==> src/rtl/rr_pkg.sv <==
package rr_pkg;
    typedef enum logic [1:0] {
        CL_BE  = 2'd0,
        CL_RC  = 2'd1,
        CL_TT  = 2'd2,
        CL_RSV = 2'd3
    } cls_e;

    function automatic logic is_crit(input logic [1:0] c);
        return (c == CL_RC) || (c == CL_TT);
    endfunction
endpackage

==> src/rtl/rr_replicator.sv <==
module rr_replicator
    import rr_pkg::*;
#(
    parameter int VL_W  = 3,
    parameter int SEQ_W = 16
) (
    input  logic             clk,
    input  logic             rst_n,
    input  logic             rep_en,
    input  logic             es_valid,
    input  logic [1:0]       es_class,
    input  logic [VL_W-1:0]  es_vl,
    input  logic [SEQ_W-1:0] es_seq,
    output logic             tx0_valid,
    output logic             tx1_valid,
    output logic [1:0]       tx_class,
    output logic [VL_W-1:0]  tx_vl,
    output logic [SEQ_W-1:0] tx_seq
);
    typedef struct packed {
        logic             v0;
        logic             v1;
        logic [1:0]       cls;
        logic [VL_W-1:0]  vl;
        logic [SEQ_W-1:0] seq;
    } rep_t;

    rep_t s_d, s_q;

    always_comb begin
        s_d     = s_q;
        s_d.v0  = es_valid;
        s_d.v1  = es_valid && rep_en && is_crit(es_class);
        if (es_valid) begin
            s_d.cls = es_class;
            s_d.vl  = es_vl;
            s_d.seq = es_seq;
        end
    end

    always_ff @(posedge clk or negedge rst_n) begin
        if (!rst_n) s_q <= '0;
        else        s_q <= s_d;
    end

    assign tx0_valid = s_q.v0;
    assign tx1_valid = s_q.v1;
    assign tx_class  = s_q.cls;
    assign tx_vl     = s_q.vl;
    assign tx_seq    = s_q.seq;
endmodule

==> src/rtl/rr_fuse_path.sv <==
module rr_fuse_path
    import rr_pkg::*;
#(
    parameter int NUM_VL = 8,
    parameter int VL_W   = 3,
    parameter int SEQ_W  = 16
) (
    input  logic             clk,
    input  logic             rst_n,
    input  logic             fuse_en,
    input  logic             rx0_valid,
    input  logic             rx0_ok,
    input  logic [1:0]       rx0_class,
    input  logic [VL_W-1:0]  rx0_vl,
    input  logic [SEQ_W-1:0] rx0_seq,
    input  logic             rx1_valid,
    input  logic             rx1_ok,
    input  logic [1:0]       rx1_class,
    input  logic [VL_W-1:0]  rx1_vl,
    input  logic [SEQ_W-1:0] rx1_seq,
    output logic             dl0_valid,
    output logic [1:0]       dl0_class,
    output logic [VL_W-1:0]  dl0_vl,
    output logic [SEQ_W-1:0] dl0_seq,
    output logic             dl1_valid,
    output logic [1:0]       dl1_class,
    output logic [VL_W-1:0]  dl1_vl,
    output logic [SEQ_W-1:0] dl1_seq
);
    typedef struct packed {
        logic             v;
        logic [1:0]       cls;
        logic [VL_W-1:0]  vl;
        logic [SEQ_W-1:0] seq;
    } lane_t;

    typedef struct packed {
        logic [NUM_VL-1:0][SEQ_W-1:0] last;
        logic [NUM_VL-1:0]            seen;
        lane_t                        ln0;
        lane_t                        ln1;
    } fp_t;

    fp_t s_d, s_q;

    // Forward distance check on a modular sequence space
    function automatic logic ahead(input logic [SEQ_W-1:0] nw, input logic [SEQ_W-1:0] old);
        logic [SEQ_W-1:0] df;
        df = nw - old;
        return (df != '0) && !df[SEQ_W-1];
    endfunction

    // Lane admission: pass all when unfused; drop TT, filter RC when fused
    function automatic logic admit(input logic en, input logic [1:0] c, input logic rc_ok);
        if (!en)            return 1'b1;
        else if (c == CL_TT) return 1'b0;
        else if (c == CL_RC) return rc_ok;
        else                return 1'b1;
    endfunction

    logic             good0, good1;
    logic             acc0, acc1;
    logic             same_vl;
    logic [SEQ_W-1:0] base1;
    logic             seen1;

    always_comb begin
        good0   = rx0_valid && rx0_ok;
        good1   = rx1_valid && rx1_ok;
        acc0    = good0 && (rx0_class == CL_RC)
                  && (!s_q.seen[rx0_vl] || ahead(rx0_seq, s_q.last[rx0_vl]));
        // Port 1 is judged after port 0 within the same cycle
        same_vl = acc0 && (rx1_vl == rx0_vl);
        base1   = same_vl ? rx0_seq : s_q.last[rx1_vl];
        seen1   = same_vl || s_q.seen[rx1_vl];
        acc1    = good1 && (rx1_class == CL_RC) && (!seen1 || ahead(rx1_seq, base1));

        s_d = s_q;
        if (fuse_en && acc0) begin
            s_d.seen[rx0_vl] = 1'b1;
            s_d.last[rx0_vl] = rx0_seq;
        end
        if (fuse_en && acc1) begin
            s_d.seen[rx1_vl] = 1'b1;
            s_d.last[rx1_vl] = rx1_seq;
        end

        s_d.ln0.v = good0 && admit(fuse_en, rx0_class, acc0);
        s_d.ln1.v = good1 && admit(fuse_en, rx1_class, acc1);
        if (good0) begin
            s_d.ln0.cls = rx0_class;
            s_d.ln0.vl  = rx0_vl;
            s_d.ln0.seq = rx0_seq;
        end
        if (good1) begin
            s_d.ln1.cls = rx1_class;
            s_d.ln1.vl  = rx1_vl;
            s_d.ln1.seq = rx1_seq;
        end
    end

    always_ff @(posedge clk or negedge rst_n) begin
        if (!rst_n) s_q <= '0;
        else        s_q <= s_d;
    end

    assign dl0_valid = s_q.ln0.v;
    assign dl0_class = s_q.ln0.cls;
    assign dl0_vl    = s_q.ln0.vl;
    assign dl0_seq   = s_q.ln0.seq;
    assign dl1_valid = s_q.ln1.v;
    assign dl1_class = s_q.ln1.cls;
    assign dl1_vl    = s_q.ln1.vl;
    assign dl1_seq   = s_q.ln1.seq;
endmodule

==> src/rtl/rr_tt_fuse.sv <==
module rr_tt_fuse
    import rr_pkg::*;
#(
    parameter int NUM_VL = 8,
    parameter int VL_W   = 3,
    parameter int SEQ_W  = 16,
    parameter int MISS_W = 8
) (
    input  logic              clk,
    input  logic              rst_n,
    input  logic              fuse_en,
    input  logic              rx0_valid,
    input  logic              rx0_ok,
    input  logic [1:0]        rx0_class,
    input  logic [VL_W-1:0]   rx0_vl,
    input  logic [SEQ_W-1:0]  rx0_seq,
    input  logic              rx1_valid,
    input  logic              rx1_ok,
    input  logic [1:0]        rx1_class,
    input  logic [VL_W-1:0]   rx1_vl,
    input  logic [SEQ_W-1:0]  rx1_seq,
    input  logic              tt_fire,
    input  logic [VL_W-1:0]   tt_fire_vl,
    output logic              tt_valid,
    output logic [VL_W-1:0]   tt_vl,
    output logic [SEQ_W-1:0]  tt_seq,
    output logic              tt_src,
    output logic              tt_miss,
    output logic [MISS_W-1:0] tt_miss_cnt
);
    localparam logic [MISS_W-1:0] MISS_MAX = '1;

    typedef struct packed {
        logic [NUM_VL-1:0]             pend0;
        logic [NUM_VL-1:0]             pend1;
        logic [NUM_VL-1:0][SEQ_W-1:0]  seq0;
        logic [NUM_VL-1:0][SEQ_W-1:0]  seq1;
        logic [NUM_VL-1:0][MISS_W-1:0] miss;
        logic                          ov;
        logic [VL_W-1:0]               ovl;
        logic [SEQ_W-1:0]              oseq;
        logic                          osrc;
        logic                          omiss;
        logic [MISS_W-1:0]             ocnt;
    } tt_t;

    tt_t s_d, s_q;

    logic arr0, arr1;

    always_comb begin
        arr0 = fuse_en && rx0_valid && rx0_ok && (rx0_class == CL_TT);
        arr1 = fuse_en && rx1_valid && rx1_ok && (rx1_class == CL_TT);

        s_d       = s_q;
        s_d.ov    = 1'b0;
        s_d.omiss = 1'b0;

        // Send instant works on the buffer as it stood before this cycle
        if (tt_fire) begin
            s_d.ovl = tt_fire_vl;
            if (s_q.pend0[tt_fire_vl]) begin
                s_d.ov   = 1'b1;
                s_d.osrc = 1'b0;
                s_d.oseq = s_q.seq0[tt_fire_vl];
            end else if (s_q.pend1[tt_fire_vl]) begin
                s_d.ov   = 1'b1;
                s_d.osrc = 1'b1;
                s_d.oseq = s_q.seq1[tt_fire_vl];
            end else begin
                s_d.omiss = 1'b1;
                if (s_q.miss[tt_fire_vl] != MISS_MAX)
                    s_d.miss[tt_fire_vl] = s_q.miss[tt_fire_vl] + 1'b1;
                s_d.ocnt = s_d.miss[tt_fire_vl];
            end
            s_d.pend0[tt_fire_vl] = 1'b0;
            s_d.pend1[tt_fire_vl] = 1'b0;
        end

        // Arrivals land after the instant's clear, kept for the next one
        if (arr0) begin
            s_d.pend0[rx0_vl] = 1'b1;
            s_d.seq0[rx0_vl]  = rx0_seq;
        end
        if (arr1) begin
            s_d.pend1[rx1_vl] = 1'b1;
            s_d.seq1[rx1_vl]  = rx1_seq;
        end
    end

    always_ff @(posedge clk or negedge rst_n) begin
        if (!rst_n) s_q <= '0;
        else        s_q <= s_d;
    end

    assign tt_valid    = s_q.ov;
    assign tt_vl       = s_q.ovl;
    assign tt_seq      = s_q.oseq;
    assign tt_src      = s_q.osrc;
    assign tt_miss     = s_q.omiss;
    assign tt_miss_cnt = s_q.ocnt;
endmodule

==> src/rtl/rr_unit.sv <==
module rr_unit
    import rr_pkg::*;
#(
    parameter int NUM_VL = 8,
    parameter int SEQ_W  = 16,
    parameter int MISS_W = 8,
    localparam int VL_W  = (NUM_VL > 1) ? $clog2(NUM_VL) : 1
) (
    input  logic              clk,
    input  logic              rst_n,
    input  logic              rep_en,
    input  logic              fuse_en,
    input  logic              es_valid,
    input  logic [1:0]        es_class,
    input  logic [VL_W-1:0]   es_vl,
    input  logic [SEQ_W-1:0]  es_seq,
    output logic              tx0_valid,
    output logic              tx1_valid,
    output logic [1:0]        tx_class,
    output logic [VL_W-1:0]   tx_vl,
    output logic [SEQ_W-1:0]  tx_seq,
    input  logic              rx0_valid,
    input  logic              rx0_ok,
    input  logic [1:0]        rx0_class,
    input  logic [VL_W-1:0]   rx0_vl,
    input  logic [SEQ_W-1:0]  rx0_seq,
    input  logic              rx1_valid,
    input  logic              rx1_ok,
    input  logic [1:0]        rx1_class,
    input  logic [VL_W-1:0]   rx1_vl,
    input  logic [SEQ_W-1:0]  rx1_seq,
    output logic              dl0_valid,
    output logic [1:0]        dl0_class,
    output logic [VL_W-1:0]   dl0_vl,
    output logic [SEQ_W-1:0]  dl0_seq,
    output logic              dl1_valid,
    output logic [1:0]        dl1_class,
    output logic [VL_W-1:0]   dl1_vl,
    output logic [SEQ_W-1:0]  dl1_seq,
    input  logic              tt_fire,
    input  logic [VL_W-1:0]   tt_fire_vl,
    output logic              tt_valid,
    output logic [VL_W-1:0]   tt_vl,
    output logic [SEQ_W-1:0]  tt_seq,
    output logic              tt_src,
    output logic              tt_miss,
    output logic [MISS_W-1:0] tt_miss_cnt
);
    rr_replicator #(.VL_W(VL_W), .SEQ_W(SEQ_W)) u_rep (
        .clk       (clk),
        .rst_n     (rst_n),
        .rep_en    (rep_en),
        .es_valid  (es_valid),
        .es_class  (es_class),
        .es_vl     (es_vl),
        .es_seq    (es_seq),
        .tx0_valid (tx0_valid),
        .tx1_valid (tx1_valid),
        .tx_class  (tx_class),
        .tx_vl     (tx_vl),
        .tx_seq    (tx_seq)
    );

    rr_fuse_path #(.NUM_VL(NUM_VL), .VL_W(VL_W), .SEQ_W(SEQ_W)) u_fp (
        .clk       (clk),
        .rst_n     (rst_n),
        .fuse_en   (fuse_en),
        .rx0_valid (rx0_valid),
        .rx0_ok    (rx0_ok),
        .rx0_class (rx0_class),
        .rx0_vl    (rx0_vl),
        .rx0_seq   (rx0_seq),
        .rx1_valid (rx1_valid),
        .rx1_ok    (rx1_ok),
        .rx1_class (rx1_class),
        .rx1_vl    (rx1_vl),
        .rx1_seq   (rx1_seq),
        .dl0_valid (dl0_valid),
        .dl0_class (dl0_class),
        .dl0_vl    (dl0_vl),
        .dl0_seq   (dl0_seq),
        .dl1_valid (dl1_valid),
        .dl1_class (dl1_class),
        .dl1_vl    (dl1_vl),
        .dl1_seq   (dl1_seq)
    );

    rr_tt_fuse #(.NUM_VL(NUM_VL), .VL_W(VL_W), .SEQ_W(SEQ_W), .MISS_W(MISS_W)) u_tt (
        .clk         (clk),
        .rst_n       (rst_n),
        .fuse_en     (fuse_en),
        .rx0_valid   (rx0_valid),
        .rx0_ok      (rx0_ok),
        .rx0_class   (rx0_class),
        .rx0_vl      (rx0_vl),
        .rx0_seq     (rx0_seq),
        .rx1_valid   (rx1_valid),
        .rx1_ok      (rx1_ok),
        .rx1_class   (rx1_class),
        .rx1_vl      (rx1_vl),
        .rx1_seq     (rx1_seq),
        .tt_fire     (tt_fire),
        .tt_fire_vl  (tt_fire_vl),
        .tt_valid    (tt_valid),
        .tt_vl       (tt_vl),
        .tt_seq      (tt_seq),
        .tt_src      (tt_src),
        .tt_miss     (tt_miss),
        .tt_miss_cnt (tt_miss_cnt)
    );
endmodule

==> config.mk <==
export PLATFORM = sky130hd
export DESIGN_NAME = rr_unit
export DESIGN_NICKNAME = d
export VERILOG_FILES = /design/src/rtl/rr_pkg.sv /design/src/rtl/rr_replicator.sv /design/src/rtl/rr_fuse_path.sv /design/src/rtl/rr_tt_fuse.sv /design/src/rtl/rr_unit.sv
export SDC_FILE = /design/constraint.sdc
export NUM_CORES = 1
export LEC_CHECK = 0
export ABC_CLOCK_PERIOD_IN_PS = 16170
export BUFFER_PORTS_ARGS = -buffer_cell sky130_fd_sc_hd__buf_2
export CORE_AREA = 2 2 264 266
export CTS_BUF_LIST = sky130_fd_sc_hd__clkbuf_16
export CTS_CLUSTER_SIZE = 30
export DETAILED_ROUTE_END_ITERATION = 7
export DIE_AREA = 0 0 266 268
export GPL_ROUTABILITY_DRIVEN = 0
export SKIP_CTS_REPAIR_TIMING = 1
export SLEW_MARGIN = 20
export SYNTH_ARGS = -nofsm -noshare
export SYNTH_HDL_FRONTEND = slang
export SYNTH_HIERARCHICAL = 1
export SYNTH_SLANG_ARGS = --single-unit
export TNS_END_PERCENT = 30
==> constraint.sdc <==
create_clock -name clk -period 16.17 [get_ports clk]
set_clock_uncertainty 0.15 [all_clocks]
set_input_delay 3.234 -clock clk [delete_from_list [all_inputs] [get_ports clk]]
set_output_delay 3.234 -clock clk [all_outputs]
set_load 0.02 [all_outputs]
Word-level counts from Yosys, hierarchy flattened --
Index checks and enable logic that the tools add are counted.
Storage, ports and cells: register bits 569, latch bits 0, bits in writable memories 0, memory bits (read-only) 0, input bits 76, output and inout bits 97, logic and storage cells 177, memories 0
Cells by class: add/subtract/negate cells 3, $mul 0, div/mod/pow operators 0, magnitude comparators 6, eq/ne operators 8, shifts and indexed selects 0, muxes and demuxes 60, bitwise gates (word level) 9, reduce and logical (&&, ||, !) cells 37
Operators by type and width (count):
- 128-bit bitwise mux | 4
- 136-bit two-way mux | 2
- 64-bit two-way mux | 4
- 16-bit binary-select mux with 3-bit select | 4
- 16-bit two-way mux | 8
- 16-bit demux with 3-bit select | 2
- 64-bit bitwise mux | 1
- 8-bit binary-select mux with 3-bit select | 2
- 8-bit two-way mux | 5
- 17-bit two-way mux | 2
- 8-bit bitwise OR | 4
- 16-bit nonzero test | 2
- 16-bit subtractor | 2
- 30-bit two-way mux | 1
- 8-bit demux with 3-bit select | 1
- 1-bit logical AND | 24
- 9-bit two-way mux | 2
- 8-bit bitwise AND | 2
- 1-bit two-way mux | 15
- 1-bit binary-select mux with 3-bit select | 4
- 3-bit by 4-bit less-than comparator with 1-bit output (second input constant) | 3
- 1-bit demux with 3-bit select | 3
- 3-bit by 1-bit greater-or-equal comparator with 1-bit output (second input constant) | 3
- 8-bit by 1-bit adder with 8-bit output (second input constant) | 1
- other kinds (11) | 22

Depth between registers and ports, before layout --
Gate-level depths: netlist of the first run.
depth in word-level cells 18, mapped depth 36, depth with buffers taken out 29

Cells and area by module --
Netlist of the first run, hierarchy kept.
Modules (own cells, without submodules):
- rr_tt_fuse | times used 1, cells an instance 1244, area an instance 16669.7 sq um, seq. area each 9158.8 sq um
- rr_fuse_path | times used 1, cells an instance 1141, area an instance 12977.4 sq um, seq. area each 4504.3 sq um
- rr_replicator | times used 1, cells an instance 48, area an instance 849.6 sq um, seq. area each 575.6 sq um

Worst setup path after synthesis of the first run --
No wires, ideal clock.
path kind input-to-reg, start in rx0_vl[0], end reg u_fp/s_q[123] (netlist name), setup time 0.127 ns, arrival 10.885 ns, required time 15.893 ns, path slack 5.008 ns, stages on the path 32, buffers on the path 8, cell sequence buf_2 -> buf_1 -> clkbuf_1 -> clkbuf_1 -> o21ai_0 -> a221oi_1 -> ha_1 -> o21ai_1 -> a21oi_1 -> o311a_1 -> o211a_1 -> or3_1 -> a211o_1 -> o31a_1 -> buf_6 -> buf_2 -> nand2_1 -> clkbuf_1 -> nand3_1 -> o21ai_0 -> ha_1 -> nor2b_1 -> o31ai_2 -> a31oi_1 -> o41a_1 -> o21a_1 -> or4_1 -> a21oi_2 -> nand3_4 -> o2bb2ai_4 -> buf_12 -> mux2_1
RTL lines:
- start: declaration | line rr_unit.sv:25 | input logic [VL_W-1:0] rx0_vl,
- end signal: assignment | line rr_fuse_path.sv:103 | if (!rst_n) s_q <= '0;
- end signal: assignment | line rr_fuse_path.sv:104 | else s_q <= s_d;
- end: declaration | line rr_fuse_path.sv:44 | fp_t s_d, s_q;

==> results.json, run 1 <==
{
  "slowest_delay_ns": 0.82,
  "status": "complete, no violations",
  "clk_latency_ns": 0.62,
  "syn_area_sq_mm": 0.0305,
  "ir_drop_uv": 69.4,
  "cp-end-kind": "flip-flop",
  "clk_pin_slew_worst_paths_ns": 0.06,
  "cts_tree": "done",
  "crit_slowest_cell": "nand2_1",
  "antenna_left": 0,
  "ys_warn_count": 6,
  "synth_ff_type": "dfrtp_1",
  "final_common_cell": "dfrtp_1",
  "die-area_sq_mm": 0.0713,
  "syn_avg_cell_area_sq_um": 12.5,
  "die_h_um": 268,
  "port_buffers": 172,
  "grt_pass1_wl_mm": 140,
  "layout_common_cells": "569 x dfrtp_1, 478 x mux2_2, 171 x buf_2",
  "io-pin-count": 173,
  "max_freq_mhz": 79.8,
  "cp.required_ns": 16.50,
  "synth_cells": 2433,
  "wire_per_inst_um": 27.3,
  "ctsLongestPathBuffers": 3,
  "grt_max_degree": 107,
  "comb_power_share_pct": 20.7,
  "vias_per_cell": 6.25,
  "drive_gt1_share_pct": 37.5,
  "die_w_um": 266,
  "cts_made_buffers": 68,
  "clkPwrFrac_pct": 35.7,
  "slew_violations": 0,
  "finalHoldViolations": 0,
  "coreArea_sq_mm": 0.0682,
  "vias": 21400,
  "crit_type": "in -> reg",
  "grt_use_total_pct": 26.2,
  "startpoint_type": "input pin",
  "firstDrtPassIters": 6,
  "hp-class": "reg -> reg",
  "power.density_mw_per_mm2": 120,
  "overflow": 0,
  "cp.arrival_ns": 12.87,
  "crit_fanout": 38,
  "slew-limit-headroom_pct": 21.9,
  "p_sw_mw": 1.21,
  "pre_cts_ws_ns": 3.41,
  "num_rows": 96,
  "tns_ns": 0,
  "worst_slew_pin_slew_ns": 1.17,
  "synthDistinctLibCells": 98,
  "power.share.sequential_pct": 43.7,
  "synth-seq-area-share_pct": 46.7,
  "period_minus_slack_ns": 12.53,
  "internal_power_mw": 2.84,
  "rsz0062_at_grt": "no",
  "drc": 0,
  "syn_nets": 2542,
  "grt_antenna_before_repair": 4,
  "async_reset_ff_share_pct": 100,
  "initial_utilization_pct": 44.7,
  "drt_iter0_markers": 2023,
  "setup_ws_ns": 3.64,
  "swShare_pct": 29.9,
  "rrSetupSlack_ns": 6.95,
  "cts_root_buf": "clkbuf_16",
  "setup_viol": 0,
  "cts.sinks": 569,
  "wl_mm": 93.7,
  "area_delta_synth_final_pct": 10.4,
  "grt_pass1_vias": 21700,
  "period_share_pct": 77.5,
  "fillers": 6018,
  "max_cap_viol_count": 0,
  "nets": 2611,
  "dp_hpwl_mm": 59.6,
  "ys_ff_latch": 569,
  "power_leakage_nw": 15.6,
  "cts.htree.levels": 3,
  "synth-edff-count": 0
}
-- cells in the mapped netlist, types with 5 or more instances --
master / n / share of area, %
a211oi_1: 10 / 0.25
a21o_1: 13 / 0.32
a21oi_1: 72 / 1.2
a221oi_1: 65 / 1.9
a22o_1: 39 / 1.1
a22oi_1: 99 / 2.4
a31oi_1: 11 / 0.23
and2_1: 6 / 0.12
and3_1: 10 / 0.21
and3b_1: 7 / 0.20
buf_1: 22 / 0.27
buf_2: 16 / 0.26
buf_4: 74 / 1.8
buf_6: 19 / 0.70
buf_8: 6 / 0.30
clkbuf_1: 87 / 1.1
dfrtp_1: 569 / 47
ha_1: 31 / 1.3
inv_1: 30 / 0.37
mux2_1: 76 / 2.8
mux2_2: 478 / 18
mux2_4: 85 / 4.2
mux2i_1: 63 / 2.1
mux4_2: 17 / 1.3
nand2_1: 110 / 1.4
nand2b_1: 11 / 0.23
nand3_1: 22 / 0.36
nand3b_1: 8 / 0.20
nand4_1: 31 / 0.64
nor2_1: 59 / 0.73
nor2b_1: 20 / 0.41
nor3_1: 10 / 0.16
nor3b_1: 8 / 0.20
o211ai_1: 7 / 0.17
o21a_1: 5 / 0.12
o21ai_0: 81 / 1.3
o22a_1: 5 / 0.14
o22ai_1: 14 / 0.29
o2bb2ai_4: 8 / 0.72
or3_1: 6 / 0.12
or3b_1: 5 / 0.14
xnor2_1: 9 / 0.26
xor2_1: 12 / 0.34
-- worst paths after layout --
check                         startpoint               to  cells after the start
hold / removal             u_tt/s_q[354]    u_tt/s_q[354]                      1
max in group asynchronous          rst_n   u_rep/tx_vl[2]                      4
hold reg to reg            u_tt/s_q[354]    u_tt/s_q[354]                      1
setup reg to reg           u_fp/s_q[100]     u_fp/s_q[54]                     27
setup / recovery               rx0_vl[0]     u_fp/s_q[54]                     29
min in group asynchronous          rst_n  u_fp/dl0_seq[3]                      1
-- routing by layer --
layer / global-route usage, % / part of all wire [%] / up-vias
met1: 35.7 / 43 / 11100
met3: 5.46 / 7.6 / 195
met2: 41.5 / 46 / 942
li1: - / - / 9220
met5: 0 / 0.083 / -
met4: 9.17 / 3.3 / 4
-- metrics by stage --
step	std cells	hold WS, ns	area (sq um)	power, mW	utilization [%]
2_1_floorplan	2433	0.296	30500	2.37	-
3_3_place_gp	3313	0.310	31500	2.59	46.2
3_5_place_dp	3313	0.315	31500	2.62	46.2
4_1_cts	3428	0.329	33600	4.08	49.3
5_1_grt	3430	0.333	33600	4.24	49.3
6_report	3433	0.328	33700	4.05	49.3
-- cells by family after synthesis --
logic type	after synthesis	share of synthesized area, %
adder cells (fa/ha/maj)	33	1.40
AO/OA/AOI/OAI	481	11.8
XOR/XNOR	21	0.603
multiplexers	721	28.1
buffers and inverters	260	5.08
flip-flops	569	46.7
AND/OR/NAND/NOR	348	6.28
-- sequential cells by signal, indices dropped and copies added, names as in the netlist, 3 cells and up --
| signal | count |
|---|---|
| u_tt/s_q | 336 |
| u_fp/s_q | 136 |
| u_fp/dl0_seq | 16 |
| u_fp/dl1_seq | 16 |
| u_rep/tx_seq | 16 |
| u_tt/tt_seq | 16 |
| u_tt/tt_miss_cnt | 8 |
| u_fp/dl0_vl | 3 |
| u_fp/dl1_vl | 3 |
| u_rep/tx_vl | 3 |
| u_tt/tt_vl | 3 |
-- critical path: cells and delay by family --
kind	cells	cell delay (ns)
adder cells (fa/ha/maj)	3	1.01
multiplexers	1	0.41
buffers and inverters	4	1.22
AO/OA/AOI/OAI	14	4.12
AND/OR/NAND/NOR	7	2.78
-- final cells by class --
type | count | area (sq um) | share of cell area [%]
Clock buffer | 70 | 1750 | 5.20
Multi-Input combinational cell | 1604 | 14800 | 44.0
Antenna cell | 4 | 10.0 | 0.0297
Timing Repair Buffer | 227 | 1290 | 3.84
Tap cell | 882 | 1100 | 3.28
Clock inverter | 45 | 335 | 0.996
Sequential cell | 569 | 14200 | 42.3
Inverter | 32 | 120 | 0.357
-- power by group through the flow --
| stage | registers (mW) | logic, mW | clock network, mW |
|---|---|---|---|
| 2_1_floorplan | 1.75 | 0.625 | 0 |
| 3_3_place_gp | 1.78 | 0.808 | 0 |
| 3_5_place_dp | 1.79 | 0.831 | 0 |
| 4_1_cts | 1.77 | 0.834 | 1.48 |
| 5_1_grt | 1.79 | 0.905 | 1.54 |
| 6_report | 1.77 | 0.838 | 1.45 |
Power figures use the tool's default switching activity.
==> inputs of run 2 (changes only) <==
Settings changed: ABC_CLOCK_PERIOD_IN_PS 16170 to 10990.
Clock period 16.17 ns to 10.99 ns, I/O delays scaled along.
==> run 2 against run 1 <==
Clock-buffer cell count decreased by 2. First-iteration DRC count up 12%. Non-clock buffer count is 9 higher. Routed wire length up 1.9%. Critical endpoint is now u_fp/s_q[77]. Largest power group unchanged.
==> results.json, run 2 (synthesis results as in run 1) <==
{
  "status": "complete, no violations",
  "vias": 21600,
  "final_cell_area_sq_mm": 0.0338,
  "area_delta_synth_final_pct": 10.8,
  "grt_max_degree": 180,
  "wire_per_inst_um": 27.8,
  "coreArea_sq_mm": 0.0682,
  "clk_latency_ns": 0.62,
  "largestRegisters": "u_tt/s_q: 336 flops, u_fp/s_q: 136 flops",
  "cp.required_ns": 11.33,
  "num_rows": 96,
  "finalHoldViolations": 0,
  "top_register": "u_tt/s_q",
  "die-area_sq_mm": 0.0713,
  "worst_slew_pin_slew_ns": 1.15,
  "cts_root_buf": "clkbuf_16",
  "clk_pin_slew_worst_paths_ns": 0.06,
  "nets": 2619,
  "crit_family": "compound AO/OA/AOI/OAI gates",
  "cp.arrival_ns": 10.65,
  "period_share_pct": 93.8,
  "crit_fanout": 21,
  "grt_antenna_before_repair": 0,
  "vias_per_cell": 6.29,
  "cts_made_buffers": 67,
  "largest_reg_flops": 336,
  "antennaDiodeCount": 0,
  "max_freq_mhz": 97.0,
  "cp-end-kind": "flip-flop",
  "drc": 0,
  "crit_slowest_cell": "o2bb2ai_4",
  "grt_use_total_pct": 26.8,
  "hp-class": "reg -> reg",
  "tns_ns": 0,
  "crit_type": "in -> reg",
  "die_w_um": 266,
  "wl_mm": 95.4,
  "slew_violations": 0,
  "cts.htree.levels": 3,
  "power.density_mw_per_mm2": 178,
  "overflow": 0,
  "ir_drop_uv": 102,
  "layout_common_cells": "569 x dfrtp_1, 478 x mux2_2, 171 x buf_2",
  "final_common_cell": "dfrtp_1",
  "slew-limit-headroom_pct": 23.3,
  "power_leakage_nw": 15.7,
  "grt_pass1_wl_mm": 143,
  "io-pin-count": 173,
  "grt_pass1_vias": 22200,
  "port_buffers": 172,
  "drt_iter0_markers": 2271,
  "startpoint_type": "input pin",
  "antenna_left": 0,
  "max_cap_viol_count": 0,
  "placed_cell_area_sq_mm": 0.0316,
  "period_minus_slack_ns": 10.31,
  "ctsLongestPathBuffers": 3,
  "cts.sinks": 569,
  "cp_num_buf_inv": 2,
  "rsz0062_at_grt": "no",
  "slowest_delay_ns": 0.80,
  "dp_hpwl_mm": 61.8,
  "drive_gt1_share_pct": 37.5,
  "setup_viol": 0,
  "firstDrtPassIters": 8,
  "die_h_um": 268,
  "cts_tree": "done",
  "initial_utilization_pct": 44.7
}
[run 2: cell types whose count changed in the layout (fill, tap and decap cells not counted), sizes merged]
cell      before  now
clkinv        26   28
clkbuf        70   68
bufinv         2    5
clkinvlp       2    0
diode          4    0
buf          227  236
inv           47   46
[run 2: final timing paths]
path                                       from               to  slack (ns)  cells after the start
worst max-delay path                  rx0_vl[0]     u_fp/s_q[77]        0.68                     28
max in group asynchronous                 rst_n  u_fp/dl1_seq[9]        7.58                      3
worst min register to register  u_fp/dl0_seq[1]  u_fp/dl0_seq[1]        0.32                      2
worst max register to register    u_fp/s_q[100]     u_fp/s_q[77]        2.63                     26
min in group asynchronous                 rst_n     u_tt/s_q[63]        1.56                      1
worst min-delay path            u_fp/dl0_seq[1]  u_fp/dl0_seq[1]        0.32                      2
[run 2: metrics by stage]
stage                     cells  util [%]  total power [mW]  worst slack [ns]  hold WS (ns)
after floorplan            2433         -              3.49             0.864         0.296
after global placement     3322      46.4              3.82             0.636         0.311
after detailed placement   3322      46.4              3.87             0.357         0.316
after CTS                  3437      49.5              6.05             0.967         0.329
after global routing       3438      49.5              6.29             0.468         0.347
final                      3438      49.5              6.03             0.679         0.324
[run 2: per-layer routing]
layer / routed length (um) / vias to the layer above / GRT usage, %
met5: 94 / - / 0.946
met4: 3010 / 2 / 8.64
met3: 6400 / 204 / 5.08
met2: 45300 / 958 / 43.8
met1: 40700 / 11200 / 35.9
li1: - / 9227 / -
[run 2: area by class of cell]
type / instances / area (sq um)
multi-input combinational: 1604 / 14800
clock inverter: 47 / 415
tap: 882 / 1100
inverter: 32 / 120
timing repair buffer: 236 / 1420
sequential: 569 / 14200
clock buffer: 68 / 1700
fill: 6023 / 34400
[run 2: power by group]
part	total [mW]	internal (mW)	switching [mW]
registers	2.61	2.40	0.209
clock network	2.17	1.25	0.920
logic	1.24	0.568	0.675
total	6.03	4.22	1.80
[run 2: worst min-delay path, cell delays in order (launching register included)]
cell     delay (ns)
dfrtp_1        0.33
nand2_1        0.05
o21ai_0        0.06
